## config.mk

```make
export PLATFORM = sky130hd
export DESIGN_NAME = i2c_status_unit
export DESIGN_NICKNAME = d
export VERILOG_FILES = /design/src/rtl/i2c_stat_pkg.sv /design/src/rtl/i2c_stat_access.sv /design/src/rtl/i2c_stat_flags.sv /design/src/rtl/i2c_stat_ctrl.sv /design/src/rtl/i2c_stat_irq_gate.sv /design/src/rtl/i2c_status_unit.sv
export SDC_FILE = /design/constraint.sdc
export NUM_CORES = 1
export LEC_CHECK = 0
export ABC_AREA = 1
export BUFFER_PORTS_ARGS = -buffer_cell sky130_fd_sc_hd__buf_2
export CORE_MARGIN = 10
export CORE_UTILIZATION = 37
export DETAILED_ROUTE_END_ITERATION = 7
export PLACE_DENSITY = 0.77
export SYNTH_ARGS = -nofsm -noshare
export SYNTH_HDL_FRONTEND = slang
export SYNTH_SLANG_ARGS = --single-unit
```

## constraint.sdc

```tcl
create_clock -name clk -period 0.8 [get_ports clk]
set_input_delay 0.04 -clock clk [delete_from_list [all_inputs] [get_ports clk]]
set_output_delay 0.04 -clock clk [all_outputs]
set_load 0.02 [all_outputs]
```

## src/rtl/i2c_stat_pkg.sv

```systemverilog
package i2c_stat_pkg;
  localparam int WORD_W = 16;

  // status word 1 positions
  localparam int B_SB   = 0;
  localparam int B_ADDR = 1;
  localparam int B_BTF  = 2;
  localparam int B_RXNE = 6;
  localparam int B_TXE  = 7;
  localparam int B_BERR = 8;
  localparam int B_ARLO = 9;
  localparam int B_AF   = 10;
  // status word 2
  localparam int B_BUSY = 1;
  // control enables
  localparam int B_ERREN = 8;
  localparam int B_EVTEN = 9;
  localparam int B_BUFEN = 10;
  localparam int EN_W    = B_BUFEN - B_ERREN + 1;

  localparam logic [WORD_W-1:0] EVT_MASK = WORD_W'((1 << B_SB) | (1 << B_ADDR) | (1 << B_BTF));
  localparam logic [WORD_W-1:0] BUF_MASK = WORD_W'((1 << B_RXNE) | (1 << B_TXE));
  localparam logic [WORD_W-1:0] ERR_MASK = WORD_W'((1 << B_BERR) | (1 << B_ARLO) | (1 << B_AF));
  localparam logic [WORD_W-1:0] ST1_MASK = EVT_MASK | BUF_MASK | ERR_MASK;
  localparam logic [WORD_W-1:0] ST2_MASK = WORD_W'(1 << B_BUSY);

  typedef enum logic [1:0] {
    SEL_CTRL = 2'd0,
    SEL_ST1  = 2'd1,
    SEL_ST2  = 2'd2,
    SEL_DATA = 2'd3
  } reg_sel_e;
endpackage

```

## src/rtl/i2c_stat_access.sv

```systemverilog
module i2c_stat_access
  import i2c_stat_pkg::*;
(
  input  logic              clk,
  input  logic              rst_n,
  input  logic              reg_en,
  input  logic              reg_we,
  input  logic [1:0]        reg_addr,
  input  logic [WORD_W-1:0] reg_wdata,
  output logic [WORD_W-1:0] st1_clr,
  output logic              ctrl_wr
);
  logic arm_q, arm_d;
  logic st1_rd, st2_rd, dat_rd, dat_wr, st1_wr;

  always_comb begin
    st1_rd  = reg_en && !reg_we && (reg_addr == SEL_ST1);
    st2_rd  = reg_en && !reg_we && (reg_addr == SEL_ST2);
    dat_rd  = reg_en && !reg_we && (reg_addr == SEL_DATA);
    dat_wr  = reg_en &&  reg_we && (reg_addr == SEL_DATA);
    st1_wr  = reg_en &&  reg_we && (reg_addr == SEL_ST1);
    ctrl_wr = reg_en &&  reg_we && (reg_addr == SEL_CTRL);
    // any access consumes the armed state; only a status-1 read re-arms
    arm_d   = reg_en ? st1_rd : arm_q;
  end

  always_comb begin
    st1_clr = '0;
    st1_clr[B_SB]   = arm_q && dat_wr;
    st1_clr[B_BTF]  = arm_q && (dat_wr || dat_rd);
    st1_clr[B_ADDR] = arm_q && st2_rd;
    st1_clr[B_TXE]  = dat_wr;
    st1_clr[B_RXNE] = dat_rd;
    if (st1_wr) st1_clr = st1_clr | (~reg_wdata & ERR_MASK);
  end

  always_ff @(posedge clk or negedge rst_n) begin
    if (!rst_n)      arm_q <= 1'b0;
    else if (reg_en) arm_q <= arm_d;
  end
endmodule

```

## src/rtl/i2c_stat_flags.sv

```systemverilog
module i2c_stat_flags #(
  parameter int                W    = 16,
  parameter logic [W-1:0]      IMPL = '1
) (
  input  logic         clk,
  input  logic         rst_n,
  input  logic [W-1:0] set_vec,
  input  logic [W-1:0] clr_vec,
  output logic [W-1:0] flags
);
  logic [W-1:0] flg_q, flg_d;
  logic         upd;

  // set beats clear in the same cycle
  always_comb begin
    flg_d = (set_vec | (flg_q & ~clr_vec)) & IMPL;
    upd   = |(set_vec | clr_vec);
  end

  always_ff @(posedge clk or negedge rst_n) begin
    if (!rst_n)   flg_q <= '0;
    else if (upd) flg_q <= flg_d;
  end

  assign flags = flg_q;
endmodule

```

## src/rtl/i2c_stat_ctrl.sv

```systemverilog
module i2c_stat_ctrl #(
  parameter int EW = 3
) (
  input  logic          clk,
  input  logic          rst_n,
  input  logic          wr,
  input  logic [EW-1:0] wdata,
  output logic [EW-1:0] en
);
  logic [EW-1:0] en_q;

  always_ff @(posedge clk or negedge rst_n) begin
    if (!rst_n)  en_q <= '0;
    else if (wr) en_q <= wdata;
  end

  assign en = en_q;
endmodule

```

## src/rtl/i2c_stat_irq_gate.sv

```systemverilog
module i2c_stat_irq_gate
  import i2c_stat_pkg::*;
(
  input  logic [WORD_W-1:0] st1,
  input  logic              err_en,
  input  logic              evt_en,
  input  logic              buf_en,
  output logic              irq_evt,
  output logic              irq_err
);
  logic any_evt, any_buf, any_err;

  always_comb begin
    any_evt = |(st1 & EVT_MASK);
    any_buf = |(st1 & BUF_MASK);
    any_err = |(st1 & ERR_MASK);
    irq_evt = evt_en && (any_evt || (buf_en && any_buf));
    irq_err = err_en && any_err;
  end
endmodule

```

## src/rtl/i2c_status_unit.sv

```systemverilog
module i2c_status_unit
  import i2c_stat_pkg::*;
(
  input  logic              clk,
  input  logic              rst_n,
  input  logic              ev_start_done,
  input  logic              ev_addr_done,
  input  logic              ev_byte_done,
  input  logic              ev_tx_empty,
  input  logic              ev_rx_full,
  input  logic              ev_nack,
  input  logic              ev_arb_lost,
  input  logic              ev_bus_err,
  input  logic              bus_start_seen,
  input  logic              bus_stop_seen,
  input  logic              reg_en,
  input  logic              reg_we,
  input  logic [1:0]        reg_addr,
  input  logic [WORD_W-1:0] reg_wdata,
  output logic [WORD_W-1:0] reg_rdata,
  output logic              irq_evt,
  output logic              irq_err,
  output logic [WORD_W-1:0] stat1,
  output logic [WORD_W-1:0] stat2
);
  logic [WORD_W-1:0] st1_set, st1_clr, st2_set, st2_clr, ctrl_word;
  logic [EN_W-1:0]   en;
  logic              ctrl_wr;

  always_comb begin
    st1_set         = '0;
    st1_set[B_SB]   = ev_start_done;
    st1_set[B_ADDR] = ev_addr_done;
    st1_set[B_BTF]  = ev_byte_done;
    st1_set[B_RXNE] = ev_rx_full;
    st1_set[B_TXE]  = ev_tx_empty;
    st1_set[B_BERR] = ev_bus_err;
    st1_set[B_ARLO] = ev_arb_lost;
    st1_set[B_AF]   = ev_nack;
    st2_set         = '0;
    st2_set[B_BUSY] = bus_start_seen;
    st2_clr         = '0;
    st2_clr[B_BUSY] = bus_stop_seen;
  end

  i2c_stat_access u_acc (
    .clk(clk), .rst_n(rst_n), .reg_en(reg_en), .reg_we(reg_we),
    .reg_addr(reg_addr), .reg_wdata(reg_wdata),
    .st1_clr(st1_clr), .ctrl_wr(ctrl_wr)
  );

  i2c_stat_flags #(.W(WORD_W), .IMPL(ST1_MASK)) u_st1 (
    .clk(clk), .rst_n(rst_n), .set_vec(st1_set), .clr_vec(st1_clr), .flags(stat1)
  );

  i2c_stat_flags #(.W(WORD_W), .IMPL(ST2_MASK)) u_st2 (
    .clk(clk), .rst_n(rst_n), .set_vec(st2_set), .clr_vec(st2_clr), .flags(stat2)
  );

  i2c_stat_ctrl #(.EW(EN_W)) u_ctrl (
    .clk(clk), .rst_n(rst_n), .wr(ctrl_wr),
    .wdata(reg_wdata[B_BUFEN:B_ERREN]), .en(en)
  );

  i2c_stat_irq_gate u_irq (
    .st1(stat1),
    .err_en(en[B_ERREN-B_ERREN]),
    .evt_en(en[B_EVTEN-B_ERREN]),
    .buf_en(en[B_BUFEN-B_ERREN]),
    .irq_evt(irq_evt), .irq_err(irq_err)
  );

  always_comb begin
    ctrl_word = '0;
    ctrl_word[B_BUFEN:B_ERREN] = en;
    unique case (reg_addr)
      SEL_CTRL: reg_rdata = ctrl_word;
      SEL_ST1:  reg_rdata = stat1;
      SEL_ST2:  reg_rdata = stat2;
      default:  reg_rdata = '0;
    endcase
  end
endmodule

```

==> metrics.cfg, run 1 <==
[logic_synthesis]
yosysSeqAreaShare_pct=36.3
synthCells=121
synthDistinctLibCells=15
synthesis.area_um2=896
yosys.area_share.adder_pct=0
synth_xor_area_share_pct=0
synth_compound_gate_area_share_pct=10.9
muxShareOfSynthArea_pct=0
syn_avg_cell_area_um2=7.40
synthSimpleGateAreaFrac_pct=15.9
synth_top_family_by_area=buffers and inverters
yosys_warnings=0
ys_seq_elements=13

[critical_path]
crit_path_start_kind=register
worstPathMaxFanout=2
worstSetupPathType=register to primary output
cp.required_ps=760
worstSetupEndpointType=primary output
critPathArrivalTime_ps=1100

[clock_network]
cts.sinks=13
clk_latency_ps=280
clockBufferDepth=2
clkSlewWorstSetupHoldPaths_ps=80
clockRootBuffer=clkbuf_4
cts-buffers-inserted=3
htreeDepth=1
cts_tree=yes

[cells_and_area]
final_cell_mix=conb_1, buf_6, buf_2, nand2_1, inv_1
syn_to_final_growth_pct=69.1
num-nets-final=220
diodes=0
drive_gt1_share_pct=46.0
layout_commonest_cell=conb_1

[drt]
drc=0
antenna_left=0
wl_um=2730
met3_length_um=380
met2_length_um=1400
firstDrtPassIters=3
highest_layer=met4
num_vias=880
drt_iter0_markers=11
wl_per_cell_um=12.7
viasPerCell=4.09
wl_met1_um=935

[placement]
dp_hpwl_um=2200
io_buffer_count=37
gp_congestion=0.821

[timing]
rsz0062_at_grt=yes
period_needed_ps=1140
finalSetupViolCount=22
period_share_pct=142
drv_slew=0
hold_viol_final=0
fmaxAchievable_mhz=881
fin_tns_setup_ps=-4250
timing.final.ws_setup_ps=-335
finClkSkew_ps=7.94

[worst_hold_path]
min_path_type=input pin to register

[global_routing]
track_usage_pct=10.9
grt_pass1_vias=991
grt.overflow.total=0
antenna_found_initial=0
grt_max_degree=14
grt_pass1_wl_um=4530

[floorplan]
rows=17
die_width_um=69.2
die_area_um2=4790
die_h_um=69.2
pin_count=82
core_um2=2250
initial_utilization_pct=39.7

[outcome]
outcome=complete, but fails checks
violations=setup timing

[pwr]
leakage_nw=0.826
pwr-share-seq_pct=39.0
powerDensity_nw_per_um2=1250
intPower_mw=1.21
switching_share_pct=36.2
power.share.clock_pct=21.5
power.net_switching_mw=0.688
irDropWorstVdd_uv=986
p_comb_share_pct=39.4
power_mw=1.90

[flow_run]
maxCapViolCount=0

==> power by group through the flow <==
stage | Clock [mW] | Sequential [mW] | Combinational [mW]
floorplan | 0 | 0.751 | 0.501
global placement | 0 | 0.742 | 0.560
detailed placement | 0 | 0.744 | 0.571
CTS | 0.426 | 0.742 | 0.725
global route | 0.469 | 0.750 | 0.809
finish | 0.409 | 0.741 | 0.749
==> cells in the mapped netlist, drive strengths merged <==
cell type / count / area (µm²)
a31oi: 1 / 6.26
nor2: 9 / 33.8
o21bai: 5 / 37.5
dfrtp: 13 / 325
conb: 1 / 3.75
inv: 25 / 93.8
o22ai: 3 / 18.8
nor3: 1 / 5.00
o21ai: 6 / 30.0
a21oi: 1 / 5.00
nand2: 19 / 73.8
buf: 31 / 233
nand3: 6 / 30.0
==> worst max-delay path, stage by stage (launching register included) <==
cell and delay, ps:
dfrtp_2 420, nor3_2 190, a21oi_2 70, buf_6 130
==> cell type report <==
cell class | count | area, µm²
Tap cell | 28 | 35.0
Multi-Input combinational cell | 82 | 453
Clock buffer | 4 | 26.3
Inverter | 25 | 106
Sequential cell | 13 | 335
Timing Repair Buffer | 63 | 559
Fill cell | 196 | 739
==> registers in the layout (all words and copies together) (netlist names) <==
signal and count:
u_acc.arm_q 1, u_st1.flags 8, u_st2.flags 1, u_ctrl.en 3
==> kinds of logic after synthesis <==
| logic type | after synthesis |
|---|---|
| buffers and inverters | 56 |
| other | 1 |
| AND/OR/NAND/NOR | 35 |
| AO/OA/AOI/OAI | 16 |
| flip-flops | 13 |
==> stage by stage <==
| step | util (%) | instances | hold WS (ps) | area [µm²] | worst slack [ps] |
|---|---|---|---|---|---|
| global placement | 50.3 | 191 | -60.2 | 1130 | -62.8 |
| floorplan | - | 151 | -256 | 1100 | -40.4 |
| finish | 67.2 | 215 | 27.6 | 1520 | -335 |
| detailed placement | 50.3 | 191 | -52.6 | 1130 | -102 |
| global route | 67.2 | 215 | 31.0 | 1520 | -374 |
| CTS | 65.7 | 213 | 25.9 | 1480 | -346 |
==> final timing paths <==
kind	startpoint	endpoint	slack [ps]	cells past startpoint
worst max-delay path	u_st1.flags[2]$_DFFE_PN0P_	irq_evt	-340	3
worst min-delay path	reg_wdata[8]	u_ctrl.en[0]$_DFFE_PN0P_	30	3
worst max register to register	u_st1.flags[2]$_DFFE_PN0P_	u_st1.flags[2]$_DFFE_PN0P_	-80	4
worst min register to register	u_ctrl.en[1]$_DFFE_PN0P_	u_ctrl.en[1]$_DFFE_PN0P_	530	2
max in group asynchronous	rst_n	u_st1.flags[7]$_DFFE_PN0P_	370	2
min in group asynchronous	rst_n	u_st2.flags[1]$_DFFE_PN0P_	170	2
==> layer usage <==
metal	GRT usage (%)	vias to the layer above
li1	-	438
met1	9.51	395
met2	19.8	45
met3	7.28	2
met4	2.66	0
met5	0	-
==> repair_timing <==
action / in CTS / in global routing
buffers inserted: 6 / 2
setup endpoints to repair: 20 / 21
gates resized for setup: 58 / 5
endpoints found under the hold margin: 23 / 0
hold buffers: 12 / 0
pin swaps: 7 / 3
(Power assumes the default switching activity.)
==> run 2: changes to the inputs <==
- SETUP_SLACK_MARGIN: default -> 0.2
==> metrics.cfg, run 2 (same netlist as run 1, synthesis figures left out) <==
[outcome]
outcome=complete, but fails checks
violations=hold timing, setup timing

[drt]
viasPerCell=4.22  ; +3.2%
firstDrtPassIters=4  ; +1
drt_iter0_markers=26  ; +15
drc=0  ; unchanged
num_vias=874  ; -0.68%
wl_per_cell_um=14.3  ; +13%
wl_um=2960  ; +8.6%
antenna_left=0  ; unchanged

[timing]
hold_viol_final=7  ; +7
rsz0062_at_grt=yes
period_needed_ps=1140  ; +7.33 ps
finalSetupViolCount=22  ; unchanged
timing.final.ws_setup_ps=-342  ; -7.32 ps
fmaxAchievable_mhz=875  ; -0.64%
drv_slew=0  ; unchanged
fin_tns_setup_ps=-4370  ; -115 ps
fin_hold_ws_ps=-62.3  ; -89.9 ps
period_share_pct=143  ; +0.92 points
finClkSkew_ps=0.0702  ; -7.87 ps

[placement]
gp_congestion=0.841  ; +2.4%
io_buffer_count=37  ; unchanged
place_area_um2=1150  ; +1.4%
place_inst=189  ; -1.0%
dp_hpwl_um=2170  ; -1.2%

[cells_and_area]
drive_gt1_share_pct=53.6  ; +7.6 points
syn_to_final_growth_pct=64.9
largest_reg_flops=8  ; unchanged
stdcell_count=207  ; -3.7%
num-nets-final=212  ; -3.6%
final_cell_mix=conb_1, buf_6, buf_2, inv_1, nand2_1
design_area_um2=1480  ; -2.5%
diodes=0  ; unchanged
n_fill_cell=176  ; -10%
layout_commonest_cell=conb_1

[floorplan]
die_h_um=69.2  ; unchanged
core_um2=2250  ; unchanged
initial_utilization_pct=39.7  ; unchanged
pin_count=82  ; unchanged
die_area_um2=4790  ; unchanged
rows=17  ; unchanged
die_width_um=69.2  ; unchanged

[clock_network]
cts_hold_repair.buffers=3  ; -9
clkSlewWorstSetupHoldPaths_ps=80  ; about the same
clockRootBuffer=clkbuf_4
cts-buffers-inserted=3  ; unchanged
clockBufferDepth=2  ; unchanged
cts_tree=yes
clk_latency_ps=270  ; about the same
cts.sinks=13  ; unchanged
htreeDepth=1  ; unchanged

[global_routing]
grt_pass1_vias=951  ; -4.0%
grt_max_degree=14  ; unchanged
antenna_found_initial=0  ; unchanged
track_usage_pct=11.1  ; +0.29 points
grt_pass1_wl_um=4490  ; -0.91%
grt.overflow.total=0  ; unchanged

[flow_run]
maxCapViolCount=0  ; unchanged

[pwr]
irDropWorstVdd_uv=787  ; -20%
leakage_nw=0.800  ; -3.1%
powerDensity_nw_per_um2=1280  ; +2.2%

[worst_hold_path]
min_path_cells=2  ; -1
min_path_type=input pin to register

[critical_path]
worstRegToRegCells=4  ; unchanged
cp.required_ps=760  ; about the same
worstPathMaxFanout=3  ; +1
crit_path_start_kind=register
worstSetupPathType=register to primary output
worstSetupEndpointType=primary output
critPathArrivalTime_ps=1100  ; about the same

run 2: changes by cell type in the layout (fill, tap and decap cells not counted), moves of 3 or more:
cell and change:
dlygate4sd3_1 -9, inv_2 +4, nand2_1 -4, nand2_2 +3, nor2_2 -3, nor2_4 +3
run 2: layout make-up:
type	count	area [µm²]	share of cell area [%]
Inverter	25	101	6.86
Timing Repair Buffer	55	484	32.8
Tap cell	28	35.0	2.37
Sequential cell	13	337	22.8
Clock buffer	4	26.3	1.78
Multi-Input combinational cell	82	494	33.4
run 2: where the power goes:
part	leakage [nW]	total, mW	internal [mW]	switching [mW]
clock network	0.0150	0.417	0.193	0.224
registers	0.130	0.743	0.701	0.0417
logic	0.656	0.733	0.294	0.439
run 2: worst max-delay path: stages, from the launching register on:
cell	delay [ps]
dfrtp_2	440
o21ai_1	180
a21oi_2	80
buf_6	130
run 2: worst paths after layout:
path	start	endpoint	slack (ps)
worst max-delay path	u_st1.flags[6]$_DFFE_PN0P_	irq_evt	-340
worst min-delay path	bus_stop_seen	u_st2.flags[1]$_DFFE_PN0P_	-60
worst max register to register	u_st1.flags[7]$_DFFE_PN0P_	u_st1.flags[7]$_DFFE_PN0P_	-90
worst min register to register	u_ctrl.en[1]$_DFFE_PN0P_	u_ctrl.en[1]$_DFFE_PN0P_	510
max in group asynchronous	rst_n	u_st2.flags[1]$_DFFE_PN0P_	330
min in group asynchronous	rst_n	u_ctrl.en[2]$_DFFE_PN0P_	220
run 2: stage by stage:
| stage | utilization [%] | power (mW) | worst slack (ps) |
|---|---|---|---|
| finish | 65.5 | 1.89 | -342 |
| detailed placement | 51.1 | 1.32 | -79.4 |
| floorplan | - | 1.27 | -1.04 |
| global placement | 51.1 | 1.31 | -49.4 |
| global route | 65.5 | 1.99 | -377 |
| CTS | 62.7 | 1.87 | -348 |
run 2: routing by layer:
metal | vias up | GRT usage, % | wire (µm)
li1 | 426 | - | -
met1 | 406 | 9.69 | 1040
met2 | 36 | 22.0 | 1650
met3 | 6 | 3.14 | 197
met4 | 0 | 5.99 | 72
met5 | - | 0 | 0
run 2: timing repair:
action | in CTS | in global routing
pin swaps | 8 | 9
setup buffers | 7 | 4
hold endpoints to repair | 22 | 7
cloned | 0 | 0
endpoints found under the setup margin | 32 | 32
resized for setup | 54 | 10
==> run 3: changes to the inputs <==
- CELL_PAD_IN_SITES_DETAIL_PLACEMENT: default -> 2
- CELL_PAD_IN_SITES_GLOBAL_PLACEMENT: default -> 2
- CORE_UTILIZATION: 37 -> 17
- PLACE_DENSITY: 0.77 -> 0.76
==> metrics.cfg, run 3 (same netlist as run 1, synthesis figures left out) <==
[timing]
hold_viol_final=8  ; +1
fin_hold_ws_ps=-41.6  ; +20.7 ps
period_share_pct=145  ; +2.2 points
finClkSkew_ps=1.47  ; +1.40 ps
drv_slew=0  ; unchanged
fmaxAchievable_mhz=862  ; -1.5%
finalSetupViolCount=23  ; +4.5%
period_needed_ps=1160  ; +17.7 ps
rsz0062_at_grt=yes
timing.final.ws_setup_ps=-360  ; -17.7 ps

[clock_network]
clockRootBuffer=clkbuf_8
clkSlewWorstSetupHoldPaths_ps=60  ; -20 ps
clk_latency_ps=260  ; about the same
clockBufferDepth=2  ; unchanged
cts_tree=yes
htreeDepth=1  ; unchanged
cts_hold_repair.buffers=1  ; -2
cts.sinks=13  ; unchanged
cts-buffers-inserted=3  ; unchanged

[placement]
dp_hpwl_um=2830  ; +30%
gp_congestion=0.752  ; -11%
io_buffer_count=37  ; unchanged

[worst_hold_path]
worstHoldStart=bus_stop_seen
min_path_type=input pin to register
min_path_cells=2  ; unchanged

[floorplan]
die_h_um=92.6  ; +34%
pin_count=82  ; unchanged
rows=26  ; +9
initial_utilization_pct=17.5  ; -22 points
die_width_um=92.6  ; +34%
core_um2=5110  ; +130%
die_area_um2=8570  ; +79%

[cells_and_area]
fin_util_pct=31.8  ; -34 points
syn_to_final_growth_pct=81.3
diodes=0  ; unchanged
final_cell_mix=buf_6, conb_1, buf_2, inv_1, nand2_1
largest_reg_flops=8  ; unchanged
layout_commonest_cell=buf_6
num-nets-final=218  ; +2.8%
drive_gt1_share_pct=56.8  ; +3.1 points

[critical_path]
path_delay_family=flip-flops
worstSetupPathType=register to primary output
crit_chain=nor3_4, a21oi_2, buf_6
worstSetupEndpointType=primary output
cp_slowest_cell=dfrtp_2
crit_path_start_kind=register
worstRegToRegCells=5  ; +1
cpPeakStageDelay_ps=430  ; about the same
cp.buffers_inverters=1  ; unchanged
cp.depth=3  ; unchanged
worstPathMaxFanout=2  ; -1
r2r_start=u_st1.flags[7]$_DFFE_PN0P_
critPathArrivalTime_ps=1120  ; +20 ps
startpoint=u_st1.flags[1]$_DFFE_PN0P_
cp.required_ps=760  ; about the same

[global_routing]
use_met2_pct=15.5  ; -6.5 points
grt_pass1_vias=1080  ; +14%
grt.overflow.total=0  ; unchanged
use_met3_pct=3.31  ; +0.17 points
antenna_found_initial=0  ; unchanged
grt_max_degree=14  ; unchanged
track_usage_pct=8.25  ; -2.9 points
use_met1_pct=7.76  ; -1.9 points
top_usage_layer=met2
grt_pass1_wl_um=5530  ; +23%

[pwr]
powerDensity_nw_per_um2=1330  ; +3.9%
power_mw=2.16  ; +14%
irDropWorstVdd_uv=648  ; -18%
leakage_nw=0.857  ; +7.0%

[drt]
viasPerCell=3.56  ; -16%
wl_per_cell_um=14.8  ; +3.2%
drt_iter0_markers=22  ; -15%
firstDrtPassIters=3  ; -1
drc=0  ; unchanged
num_vias=907  ; +3.8%
antenna_left=0  ; unchanged
wl_um=3760  ; +27%

[outcome]
outcome=complete, but fails checks
violations=hold timing, setup timing

[flow_run]
maxCapViolCount=0  ; unchanged

-- run 3: cell count changes in the layout (fill, tap and decap cells not counted), sizes merged --
cell         before  now
buf              52   60
dlygate4sd3       3    1
-- run 3: report_power, final --
| part | total, mW | internal, mW | switching, mW |
|---|---|---|---|
| Clock | 0.628 | 0.354 | 0.274 |
| Sequential | 0.749 | 0.703 | 0.0457 |
| Combinational | 0.785 | 0.324 | 0.461 |
| Total | 2.16 | 1.38 | 0.781 |
-- run 3: metal layers --
layer / up-vias / routed length, µm / share of wire (%)
met3: 7 / 343 / 9.1
li1: 436 / - / -
met5: - / 0 / 0
met1: 424 / 1250 / 33
met4: 0 / 64 / 1.7
met2: 40 / 2100 / 56
-- run 3: area by class of cell --
class / count / area, µm²
flip-flops and latches: 13 / 337
clock buffers: 4 / 45.0
inverters: 25 / 111
multi-input cells: 82 / 497
well taps: 70 / 87.6
fillers: 610 / 3480
repair buffers: 61 / 547
-- run 3: worst paths after layout --
kind	slack, ps	endpoint
worst max-delay path	-360	irq_evt
worst min register to register	520	u_ctrl.en[0]$_DFFE_PN0P_
worst max register to register	-150	u_st1.flags[7]$_DFFE_PN0P_
max in group asynchronous	320	u_st1.flags[9]$_DFFE_PN0P_
min in group asynchronous	220	u_st1.flags[7]$_DFFE_PN0P_
worst min-delay path	-40	u_st2.flags[1]$_DFFE_PN0P_
-- run 3: worst register-to-register path: cells and delay by family, from the launching register on --
family	cells	cell delay, ps
flops	1	430
buf+inv	4	350
compound gates	1	50
-- run 3: what timing repair did --
action,4_1_cts,5_1_grt
pin swaps,9,8
gates resized for setup,59,17
gates cloned,0,0
hold endpoints to repair,22,7
setup endpoints to repair,32,32
setup buffers,7,9
-- run 3: metrics by stage --
stage / TNS [ps] / instances / cell area (µm²) / setup slack (ps)
finish: -4770 / 255 / 1620 / -360
global placement: -864 / 234 / 1230 / -117
global route: -5610 / 255 / 1620 / -401
CTS: -3970 / 246 / 1510 / -342
detailed placement: -1010 / 234 / 1230 / -114
floorplan: -1.04 / 151 / 1130 / -1.04
